<file path="src/rtl/cmdq_pkg.sv">
package cmdq_pkg;

  typedef enum logic [1:0] {
    ST_IDLE,
    ST_FETCH,
    ST_ISSUE,
    ST_STEP
  } cq_state_e;

  // register layout: offset field position and the flag bit
  localparam int OFS_LSB = 5;
  localparam int REG_W   = 64;

  localparam logic [7:0] OPC_BARRIER  = 8'h05;
  localparam logic [7:0] OPC_MAP_DEV  = 8'h08;
  localparam logic [7:0] OPC_MAP_COLL = 8'h09;

  function automatic logic op_has_action(input logic [7:0] op);
    return (op == OPC_BARRIER) || (op == OPC_MAP_DEV) || (op == OPC_MAP_COLL);
  endfunction

endpackage

</file>
<file path="src/rtl/cmdq_ptr_regs.sv">
module cmdq_ptr_regs #(
  parameter int OFS_W = 15
) (
  input  logic             clk,
  input  logic             rst_n,
  input  logic             wr_lo,
  input  logic [OFS_W-1:0] wr_ofs,
  input  logic             adv,
  input  logic [OFS_W-1:0] adv_ofs,
  input  logic             set_stall,
  input  logic             clr_stall,
  output logic [OFS_W-1:0] wr_ofs_q,
  output logic [OFS_W-1:0] rd_ofs_q,
  output logic             stalled_q
);

  always_ff @(posedge clk) begin
    if (!rst_n) begin
      wr_ofs_q  <= '0;
      rd_ofs_q  <= '0;
      stalled_q <= 1'b0;
    end else begin
      if (wr_lo) wr_ofs_q <= wr_ofs;
      if (adv)   rd_ofs_q <= adv_ofs;
      if (set_stall)      stalled_q <= 1'b1;
      else if (clr_stall) stalled_q <= 1'b0;
    end
  end

endmodule

</file>
<file path="src/rtl/cmdq_beat_reader.sv">
module cmdq_beat_reader #(
  parameter int ADDR_W = 52,
  parameter int OFS_W  = 15,
  parameter int DW_W   = 64,
  parameter int BEATS  = 4
) (
  input  logic                  clk,
  input  logic                  rst_n,
  input  logic                  go,
  input  logic [OFS_W-1:0]      go_idx,
  input  logic [ADDR_W-1:0]     base,
  output logic                  mem_req,
  output logic [ADDR_W-1:0]     mem_addr,
  input  logic                  mem_rvalid,
  input  logic [DW_W-1:0]       mem_rdata,
  input  logic                  mem_err,
  output logic [DW_W*BEATS-1:0] entry,
  output logic                  done,
  output logic                  fault
);

  localparam int BEAT_W   = (BEATS > 1) ? $clog2(BEATS) : 1;
  localparam int BYTE_SH  = $clog2(DW_W / 8);
  localparam int ENT_SH   = $clog2(BEATS * DW_W / 8);
  localparam logic [BEAT_W-1:0] LAST_BEAT = BEAT_W'(BEATS - 1);

  function automatic logic [ADDR_W-1:0] beat_addr(
    input logic [ADDR_W-1:0] b,
    input logic [OFS_W-1:0]  idx,
    input logic [BEAT_W-1:0] beat
  );
    return b + (ADDR_W'(idx) << ENT_SH) + (ADDR_W'(beat) << BYTE_SH);
  endfunction

  logic              active_q;
  logic [BEAT_W-1:0] beat_q;
  logic [OFS_W-1:0]  idx_q;
  logic              done_q;
  logic              fault_q;
  logic [DW_W-1:0]   dw_q [BEATS];

  always_ff @(posedge clk) begin
    if (!rst_n) begin
      active_q <= 1'b0;
      beat_q   <= '0;
      idx_q    <= '0;
      done_q   <= 1'b0;
      fault_q  <= 1'b0;
      for (int i = 0; i < BEATS; i++) dw_q[i] <= '0;
    end else begin
      done_q  <= 1'b0;
      fault_q <= 1'b0;
      if (go) begin
        active_q <= 1'b1;
        beat_q   <= '0;
        idx_q    <= go_idx;
      end else if (active_q && mem_rvalid) begin
        if (mem_err) begin
          active_q <= 1'b0;
          fault_q  <= 1'b1;
        end else begin
          dw_q[beat_q] <= mem_rdata;
          if (beat_q == LAST_BEAT) begin
            active_q <= 1'b0;
            done_q   <= 1'b1;
          end else begin
            beat_q <= beat_q + 1'b1;
          end
        end
      end
    end
  end

  for (genvar g = 0; g < BEATS; g++) begin : g_pack
    assign entry[g*DW_W +: DW_W] = dw_q[g];
  end

  assign mem_req  = active_q;
  assign mem_addr = beat_addr(base, idx_q, beat_q);
  assign done     = done_q;
  assign fault    = fault_q;

endmodule

</file>
<file path="src/rtl/cmdq_ring_reader.sv">
module cmdq_ring_reader
  import cmdq_pkg::*;
#(
  parameter int ADDR_W = 52,
  parameter int OFS_W  = 15,
  parameter int DW_W   = 64,
  parameter int BEATS  = 4
) (
  input  logic                  clk,
  input  logic                  rst_n,
  input  logic                  q_enable,
  input  logic [ADDR_W-1:0]     q_base,
  input  logic [OFS_W:0]        q_depth,
  input  logic                  wptr_wr_lo,
  input  logic                  wptr_wr_hi,
  input  logic [63:0]           wptr_wdata,
  output logic [63:0]           rdptr_q,
  output logic                  busy,
  output logic                  mem_req,
  output logic [ADDR_W-1:0]     mem_addr,
  input  logic                  mem_rvalid,
  input  logic [DW_W-1:0]       mem_rdata,
  input  logic                  mem_err,
  output logic                  cmd_valid,
  output logic [7:0]            cmd_opcode,
  output logic [DW_W*BEATS-1:0] cmd_entry,
  input  logic                  cmd_ready,
  input  logic                  cmd_fault
);

  localparam int ENT_W = DW_W * BEATS;
  localparam int HI_Z  = REG_W - OFS_W - OFS_LSB;

  function automatic logic [OFS_W-1:0] ring_next(
    input logic [OFS_W-1:0] cur,
    input logic [OFS_W:0]   depth
  );
    logic [OFS_W:0] inc;
    inc = {1'b0, cur} + 1'b1;
    return (inc >= depth) ? '0 : inc[OFS_W-1:0];
  endfunction

  cq_state_e        state_q, state_d;
  logic [OFS_W-1:0] wr_ofs_in;
  logic             retry_in;
  logic [OFS_W-1:0] wr_ofs_q, rd_ofs, rd_next, go_idx;
  logic             rd_stalled;
  logic             start_ok, fetch_go, adv_evt, stall_evt;
  logic             fetch_done, fetch_fault;
  logic [ENT_W-1:0] entry;

  // reserved register bits and the high-half strobe carry no state
  logic unused_wbits;
  assign unused_wbits = ^{wptr_wdata[REG_W-1:OFS_LSB+OFS_W],
                          wptr_wdata[OFS_LSB-1:1], wptr_wr_hi};

  assign wr_ofs_in = wptr_wdata[OFS_LSB +: OFS_W];
  assign retry_in  = wptr_wdata[0];
  assign rd_next   = ring_next(rd_ofs, q_depth);

  assign start_ok = wptr_wr_lo && q_enable && (state_q == ST_IDLE)
                 && ({1'b0, wr_ofs_in} < q_depth)
                 && (wr_ofs_in != rd_ofs)
                 && (!rd_stalled || retry_in);

  always_comb begin
    state_d   = state_q;
    fetch_go  = 1'b0;
    go_idx    = rd_ofs;
    adv_evt   = 1'b0;
    stall_evt = 1'b0;
    cmd_valid = 1'b0;
    unique case (state_q)
      ST_IDLE: begin
        if (start_ok) begin
          state_d  = ST_FETCH;
          fetch_go = 1'b1;
        end
      end
      ST_FETCH: begin
        if (fetch_fault) begin
          stall_evt = 1'b1;
          state_d   = ST_IDLE;
        end else if (fetch_done) begin
          state_d = op_has_action(entry[7:0]) ? ST_ISSUE : ST_STEP;
        end
      end
      ST_ISSUE: begin
        cmd_valid = 1'b1;
        if (cmd_ready) begin
          if (cmd_fault) begin
            stall_evt = 1'b1;
            state_d   = ST_IDLE;
          end else begin
            state_d = ST_STEP;
          end
        end
      end
      ST_STEP: begin
        adv_evt = 1'b1;
        if (rd_next == wr_ofs_q) begin
          state_d = ST_IDLE;
        end else begin
          state_d  = ST_FETCH;
          fetch_go = 1'b1;
          go_idx   = rd_next;
        end
      end
      default: state_d = ST_IDLE;
    endcase
  end

  always_ff @(posedge clk) begin
    if (!rst_n) state_q <= ST_IDLE;
    else        state_q <= state_d;
  end

  cmdq_ptr_regs #(.OFS_W(OFS_W)) ptr_i (
    .clk       (clk),
    .rst_n     (rst_n),
    .wr_lo     (wptr_wr_lo),
    .wr_ofs    (wr_ofs_in),
    .adv       (adv_evt),
    .adv_ofs   (rd_next),
    .set_stall (stall_evt),
    .clr_stall (start_ok),
    .wr_ofs_q  (wr_ofs_q),
    .rd_ofs_q  (rd_ofs),
    .stalled_q (rd_stalled)
  );

  cmdq_beat_reader #(
    .ADDR_W(ADDR_W), .OFS_W(OFS_W), .DW_W(DW_W), .BEATS(BEATS)
  ) rd_i (
    .clk        (clk),
    .rst_n      (rst_n),
    .go         (fetch_go),
    .go_idx     (go_idx),
    .base       (q_base),
    .mem_req    (mem_req),
    .mem_addr   (mem_addr),
    .mem_rvalid (mem_rvalid),
    .mem_rdata  (mem_rdata),
    .mem_err    (mem_err),
    .entry      (entry),
    .done       (fetch_done),
    .fault      (fetch_fault)
  );

  assign rdptr_q    = {{HI_Z{1'b0}}, rd_ofs, {(OFS_LSB-1){1'b0}}, rd_stalled};
  assign busy       = (state_q != ST_IDLE);
  assign cmd_entry  = entry;
  assign cmd_opcode = entry[7:0];

endmodule

</file>
<file path="config.mk">
export PLATFORM = sky130hd
export DESIGN_NAME = cmdq_ring_reader
export DESIGN_NICKNAME = d
export VERILOG_FILES = /design/src/rtl/cmdq_pkg.sv /design/src/rtl/cmdq_ptr_regs.sv /design/src/rtl/cmdq_beat_reader.sv /design/src/rtl/cmdq_ring_reader.sv
export SDC_FILE = /design/constraint.sdc
export NUM_CORES = 1
export LEC_CHECK = 0
export BUFFER_PORTS_ARGS = -buffer_cell sky130_fd_sc_hd__buf_4
export CORE_AREA = 2 2 227 229
export CTS_CLUSTER_SIZE = 8
export DETAILED_ROUTE_END_ITERATION = 6
export DIE_AREA = 0 0 229 231
export PLACE_DENSITY = 0.53
export SYNTH_ARGS = -nofsm -noshare
export SYNTH_HDL_FRONTEND = slang
export SYNTH_SLANG_ARGS = --single-unit
</file>
<file path="constraint.sdc">
create_clock -name clk -period 27.7 [get_ports clk]
set_clock_uncertainty 0.05 [all_clocks]
set_input_delay 2.77 -clock clk [delete_from_list [all_inputs] [get_ports clk]]
set_output_delay 2.77 -clock clk [all_outputs]
set_load 0.05 [all_outputs]
</file>
Yosys cells after proc, flatten, opt, wreduce, memory -nomap -nowiden

Memory sizes are Yosys's and may differ from the RTL's.
Cells that the tools add are included.
W data, S select, Z words.

Register bits: 53
RAM bits: 256
Input bits: 205
Output and inout bits: 383
Logic and storage cells: 91
Memories kept: 1

Add/sub/neg operators: 4
Order comparisons: 2
Eq/ne operators: 12
Multiplexer cells: 37
Bitwise logic cells: 4
Reduce and logical (&&, ||, !) cells: 22

Memory list:

| name      | depth | width | read ports | clocked after Yosys merged registers in | write ports | line                   | source |
|---|---|---|---|---|---|---|---|
| rd_i.dw_q | 4     | 64    | 4          | 0                                       | 4           | cmdq_beat_reader.sv:40 | `logic [DW_W-1:0] dw_q [BEATS];` |

Operator list:

| kind                    | number |
|---|---|
| $mux W64                | 1 |
| $reduce_or A64 Y1       | 1 |
| $add A52 B20 Y52        | 1 |
| $add A52 B5 Y52         | 1 |
| $mux W15                | 3 |
| $mux W1                 | 24 |
| $add A15 B1 Y16 const B | 1 |
| $eq A8 B4 Y1 const B    | 2 |
| $ge A16 B16 Y1          | 1 |
| $lt A15 B16 Y1          | 1 |
| $eq A15 B15 Y1          | 1 |
| $ne A15 B15 Y1          | 1 |
| $mux W2                 | 6 |
| $eq A8 B3 Y1 const B    | 1 |
| $pmux W2 S4             | 1 |
| $eq A2 B2 Y1 const B    | 3 |
| $logic_and A1 B1 Y1     | 6 |
| $reduce_and A3 Y1       | 2 |
| $reduce_bool A2 Y1      | 3 |
| $not A1 Y1              | 4 |
| $pmux W1 S2             | 2 |
| $reduce_or A4 Y1        | 1 |
| $logic_or A1 B1 Y1      | 3 |
| $ne A3 B1 Y1 const B    | 1 |
| other kinds (10)        | 10 |

Depth between registers and ports, before layout

Word-level depth: 12
Depth in mapped cells: 22
Gate-level depth less buffers: 16

By module

A second synthesis with hierarchy kept.

Cells, all modules: 1352
Area, all modules: 15979.1 µm²

By module, submodules not included:

| module           | instances | cells an instance | area each (µm²) | sequential area each (µm²) |
|---|---|---|---|---|
| cmdq_beat_reader | 1         | 880               | 12089.1         | 8087.8 |
| cmdq_ring_reader | 1         | 372               | 2693.8          | 40.0 |
| cmdq_ptr_regs    | 1         | 100               | 1196.1          | 620.6 |

Worst setup path after synthesis

No wires, ideal clock.

Path kind: input -> register
Start: in q_depth[7]
End: mem rd_i.dw_q[1][0] (enable)
Library setup time: 0.575 ns
Arrival: 9.558 ns
Required time: 27.075 ns
Slack: 17.518 ns
Cell stages on the path: 13
Path buffers: 3
Cells stage by stage: inv_1 ha_1 a21oi_1 nand3_1 a221oi_1 nand3_1 clkbuf_1 o32ai_1 o2111ai_4 o21a_1 buf_6 clkbuf_1 o21ai_0

RTL lines:

| item               | line                   | source |
|---|---|---|
| start: declaration | cmdq_ring_reader.sv:13 | `input logic [OFS_W:0] q_depth,` |
| end: declaration   | cmdq_beat_reader.sv:40 |  |

Final worst setup path

Start: in q_base[3]
End: out mem_addr[43]

Longest elaborated chain between the ends: 2

Ends and longest elaborated chain:

| item               | line                   | source |
|---|---|---|
| start: declaration | cmdq_ring_reader.sv:12 | `input logic [ADDR_W-1:0] q_base,` |
| $add A52 B20 Y52   | cmdq_beat_reader.sv:32 | `return b + (ADDR_W'(idx) << ENT_SH) + (ADDR_W'(beat) << BYTE_SH);` |
| $add A52 B5 Y52    | cmdq_beat_reader.sv:32 |  |
| end: declaration   | cmdq_ring_reader.sv:20 | `output logic [ADDR_W-1:0] mem_addr,` |

No other way between the ends.

==> results.yml <==
outcome:
  status: "finished clean"
power:
  p_leak_uw: 0.00896
  power_frac_seq_pct: 41.0
  vdd_drop_max_mv: 0.0449
  combPwrFrac_pct: 20.7
  clock_power_share_pct: 38.3
  finalPower_uw: 1300
  power_density_nw_per_um2: 62.8
  p_int_uw: 901
  power.switching_uw: 402
  swShare_pct: 30.9
die:
  start_util_pct: 30.7
  die_h_um: 231
  fp.dieW_um: 229
  core_area_um2: 50700
  rows: 83
  dieArea_um2: 52900
  ioPinCount: 588
timing:
  tns_ns: 0
  fmax_mhz: 115
  whs_ns: 0.442
  worstMarginPinSlew_ns: 1.09
  slew_violations: 0
  maxSlewHeadroom_pct: 27.3
  min_period_ns: 8.68
  rsz0062_at_grt: "no"
  hold_viol: 0
  setup_viol: 0
  period_share_pct: 31.3
final_layout:
  n_fill_cell: 4836
  mostFrequentLayoutCell: "buf_4"
  drive_above_1_share_pct: 31.9
  multi_input_area_um2: 5990
  area_delta_synth_final_pct: 33.5
  mostFrequentLayoutCells: "buf_4 (497), and2_1 (263), edfxtp_1 (256)"
  register_area_um2: 8750
  finish.utilization_pct: 40.9
  layout.nets: 2039
yosys:
  async_flop_share_pct: 0
  yosys.area.top_type: "edfxtp_1"
  synth_edf_count: 256
  yosysSeqAreaShare_pct: 56.3
  yosysTopAreaCellShare_pct: 49.5
  synth_seq_cells: 309
  synth_ff_type: "edfxtp_1"
  yosys_warnings: 0
  postSynthAreaPerCell_um2: 11.9
  syn_area_um2: 15500
  synth_cell_types: 71
  netlist_instances: 1309
  synth_area_leaders: "edfxtp_1 (49%), and2_1 (11%), dfxtp_1 (6.8%), ha_1 (4.3%), buf_4 (3.1%)"
clock_network:
  cts.sinks: 309
  cts_resized: 0
  htree_levels: 2
  clkTransAtPathRegs_ns: 0.05
  cts_tree: "yes"
  postCtsHoldBufs: 0
  cts-root-buf: "clkbuf_16"
  cts_made_buffers: 45
  post_cts_buffers: 0
  clk_latency_ns: 0.57
  clockBufferDepth: 3
worst_setup_path:
  crit_chain: "buf_4 > ha_1 > inv_1 > fa_1 > nor2b_1 > o21ai_0 > a21oi_1 > o21ai_0 > nand4b_1 > a311o_1 > a41o_1 > nand2b_1 > nor4_1 > xor2_1 > buf_4"
  worstReg2RegEnd: "rd_i.dw_q[0][61]"
  critPathKind: "input port to primary output"
  slowest_stage: "fa_1"
  max_stage_delay_ns: 0.40
  end_kind: "primary output"
  cpLargestDelayFamily: "compound AO/OA/AOI/OAI gates"
  cp.required_ns: 24.88
  cp.arrival_ns: 5.86
  critical_path.max_fanout: 8
  critPathLaunchType: "input port"
  reg2regPathDepth: 19
  r2r_start: "ptr_i.rd_ofs_q[0]"
  worst-r2r-setup-slack_ns: 19.99
  cp_num_buf_inv: 3
routing:
  route.detailed.drc: 0
  vias_per_cell: 4.62
  routedWlPerCell_um: 20.0
  drtAntennaViolNets: 0
  drt_wl_total_um: 49500
  first_pass_iters: 5
  vias: 11400
  drtIter0Drc: 710
global_route:
  grt_max_degree: 66
  grt_pass1_wl_um: 72200
  track_usage_pct: 18.0
  first_global_vias: 11200
  antenna_found_initial: 5
  overflow: 0
worst_hold_path:
  hold_end: "rd_i.fault"
  hp-start: "rd_i.mem_req"
  hp-class: "flip-flop to flip-flop"
  hold_depth: 2
placed_design:
  dp_hpwl_um: 35300
  routabilityCongestion: 0.852
  portBuffers: 484
flow_run:
  cap_violations: 0
## cell usage after synthesis (3+ instances only)
master    count
a21boi_0      4
nor4_1        8
edfxtp_1    256
dfxtp_1      53
nor3_1       21
o211ai_1      4
or3_1         3
and3_1       10
buf_2        16
inv_1        45
o21ai_0      41
xnor2_1      48
xor2_1       36
clkbuf_1     18
nand3_1      37
buf_4        64
nand2b_1     17
buf_6        20
o21a_1        3
a21o_1       12
nand3b_1      3
ha_1         54
nand4_1      13
nor2_1       36
o32ai_1       3
and2_1      263
or4_1         7
nor2b_1      31
buf_1         3
a21oi_1      45
nand2_1      46
nor3b_1       3
mux2i_1      23
a31oi_1      13
## worst register-to-register path: stages (launching register included)
cell and delay (ns):
dfxtp_1 0.65, ha_1 0.45, and2_1 0.23, nand3_2 0.16
or3_1 0.55, xnor2_4 0.21, ha_1 0.34, nand4_1 0.12
nor3_1 0.31, nand3b_1 0.15, nand3_1 0.46, buf_4 0.32
a221oi_1 0.10, o32ai_1 0.51, o2111ai_4 0.31, o21a_1 0.25
buf_4 0.27, and3b_2 0.29, buf_4 0.54, nand2b_4 0.90
## area by class of cell
cell class                      instances  share of cell area [%]
Antenna cell                            1                  0.0121
Clock buffer                           58                    5.71
Inverter                               45                   0.814
Multi-Input combinational cell        881                    28.9
Timing Repair Buffer                  497                    18.0
Tap cell                              680                    4.10
Sequential cell                       309                    42.2
Clock inverter                          4                   0.362
## power by group through the flow
stage	registers, µW	clock network (µW)	logic [µW]
CTS	535	513	273
global route	537	533	287
detailed placement	544	0	272
floorplan	597	0	133
global placement	543	0	272
finish	535	499	270
## per-layer routing
layer  up-vias  wire, µm  GRT usage, %
li1       5418         -             -
met1      5482     20100          21.8
met2       443     24000          30.8
met3        75      4220          6.03
met4         8      1080          4.42
met5         -        47             0
## worst max-delay path by stage
stage / start / end / slack, ns / depth (start not counted)
floorplan: q_depth[7] / rd_i.dw_q[1][0] / 17.52 / 13
global placement: q_base[3] / mem_addr[43] / 19.07 / 15
detailed placement: q_base[3] / mem_addr[43] / 19.07 / 15
CTS: q_base[3] / mem_addr[43] / 19.04 / 15
global route: q_base[3] / mem_addr[43] / 18.76 / 15
finish: q_base[3] / mem_addr[43] / 19.02 / 15
## through the flow
| stage | instances | worst slack (ns) | cell area [µm²] |
|---|---|---|---|
| after floorplan | 1356 | 17.52 | 15700 |
| after global placement | 2412 | 19.07 | 19500 |
| final | 2475 | 19.02 | 20700 |
| after detailed placement | 2412 | 19.07 | 19500 |
| after global routing | 2474 | 18.76 | 20700 |
| after CTS | 2474 | 19.04 | 20700 |
## flip-flops by register name, summed over array words and instances, names as in the netlist
register         count
ptr_i.stalled_q      1
rd_i.done            1
ptr_i.rd_ofs_q      15
rd_i.idx_q          15
rd_i.fault           1
state_q              2
rd_i.beat_q          2
rd_i.mem_req         1
ptr_i.wr_ofs_q      15
rd_i.dw_q          256
## kinds of logic (layout without fill, tap and decap cells)
group                    after synthesis  count (layout)  share of synthesized area, %
other                                  1              49                        0.0241
XOR/XNOR                              85              85                          4.91
AO/OA/AOI/OAI                        154             154                          6.34
flip-flops                           309             309                          56.3
adder cells (fa/ha/maj)               55              55                          4.48
AND/OR/NAND/NOR                      515             515                          19.8
buffers and inverters                166             604                          6.65
multiplexers                          24              24                          1.55
No activity file was read; power rests on OpenSTA's default activity.
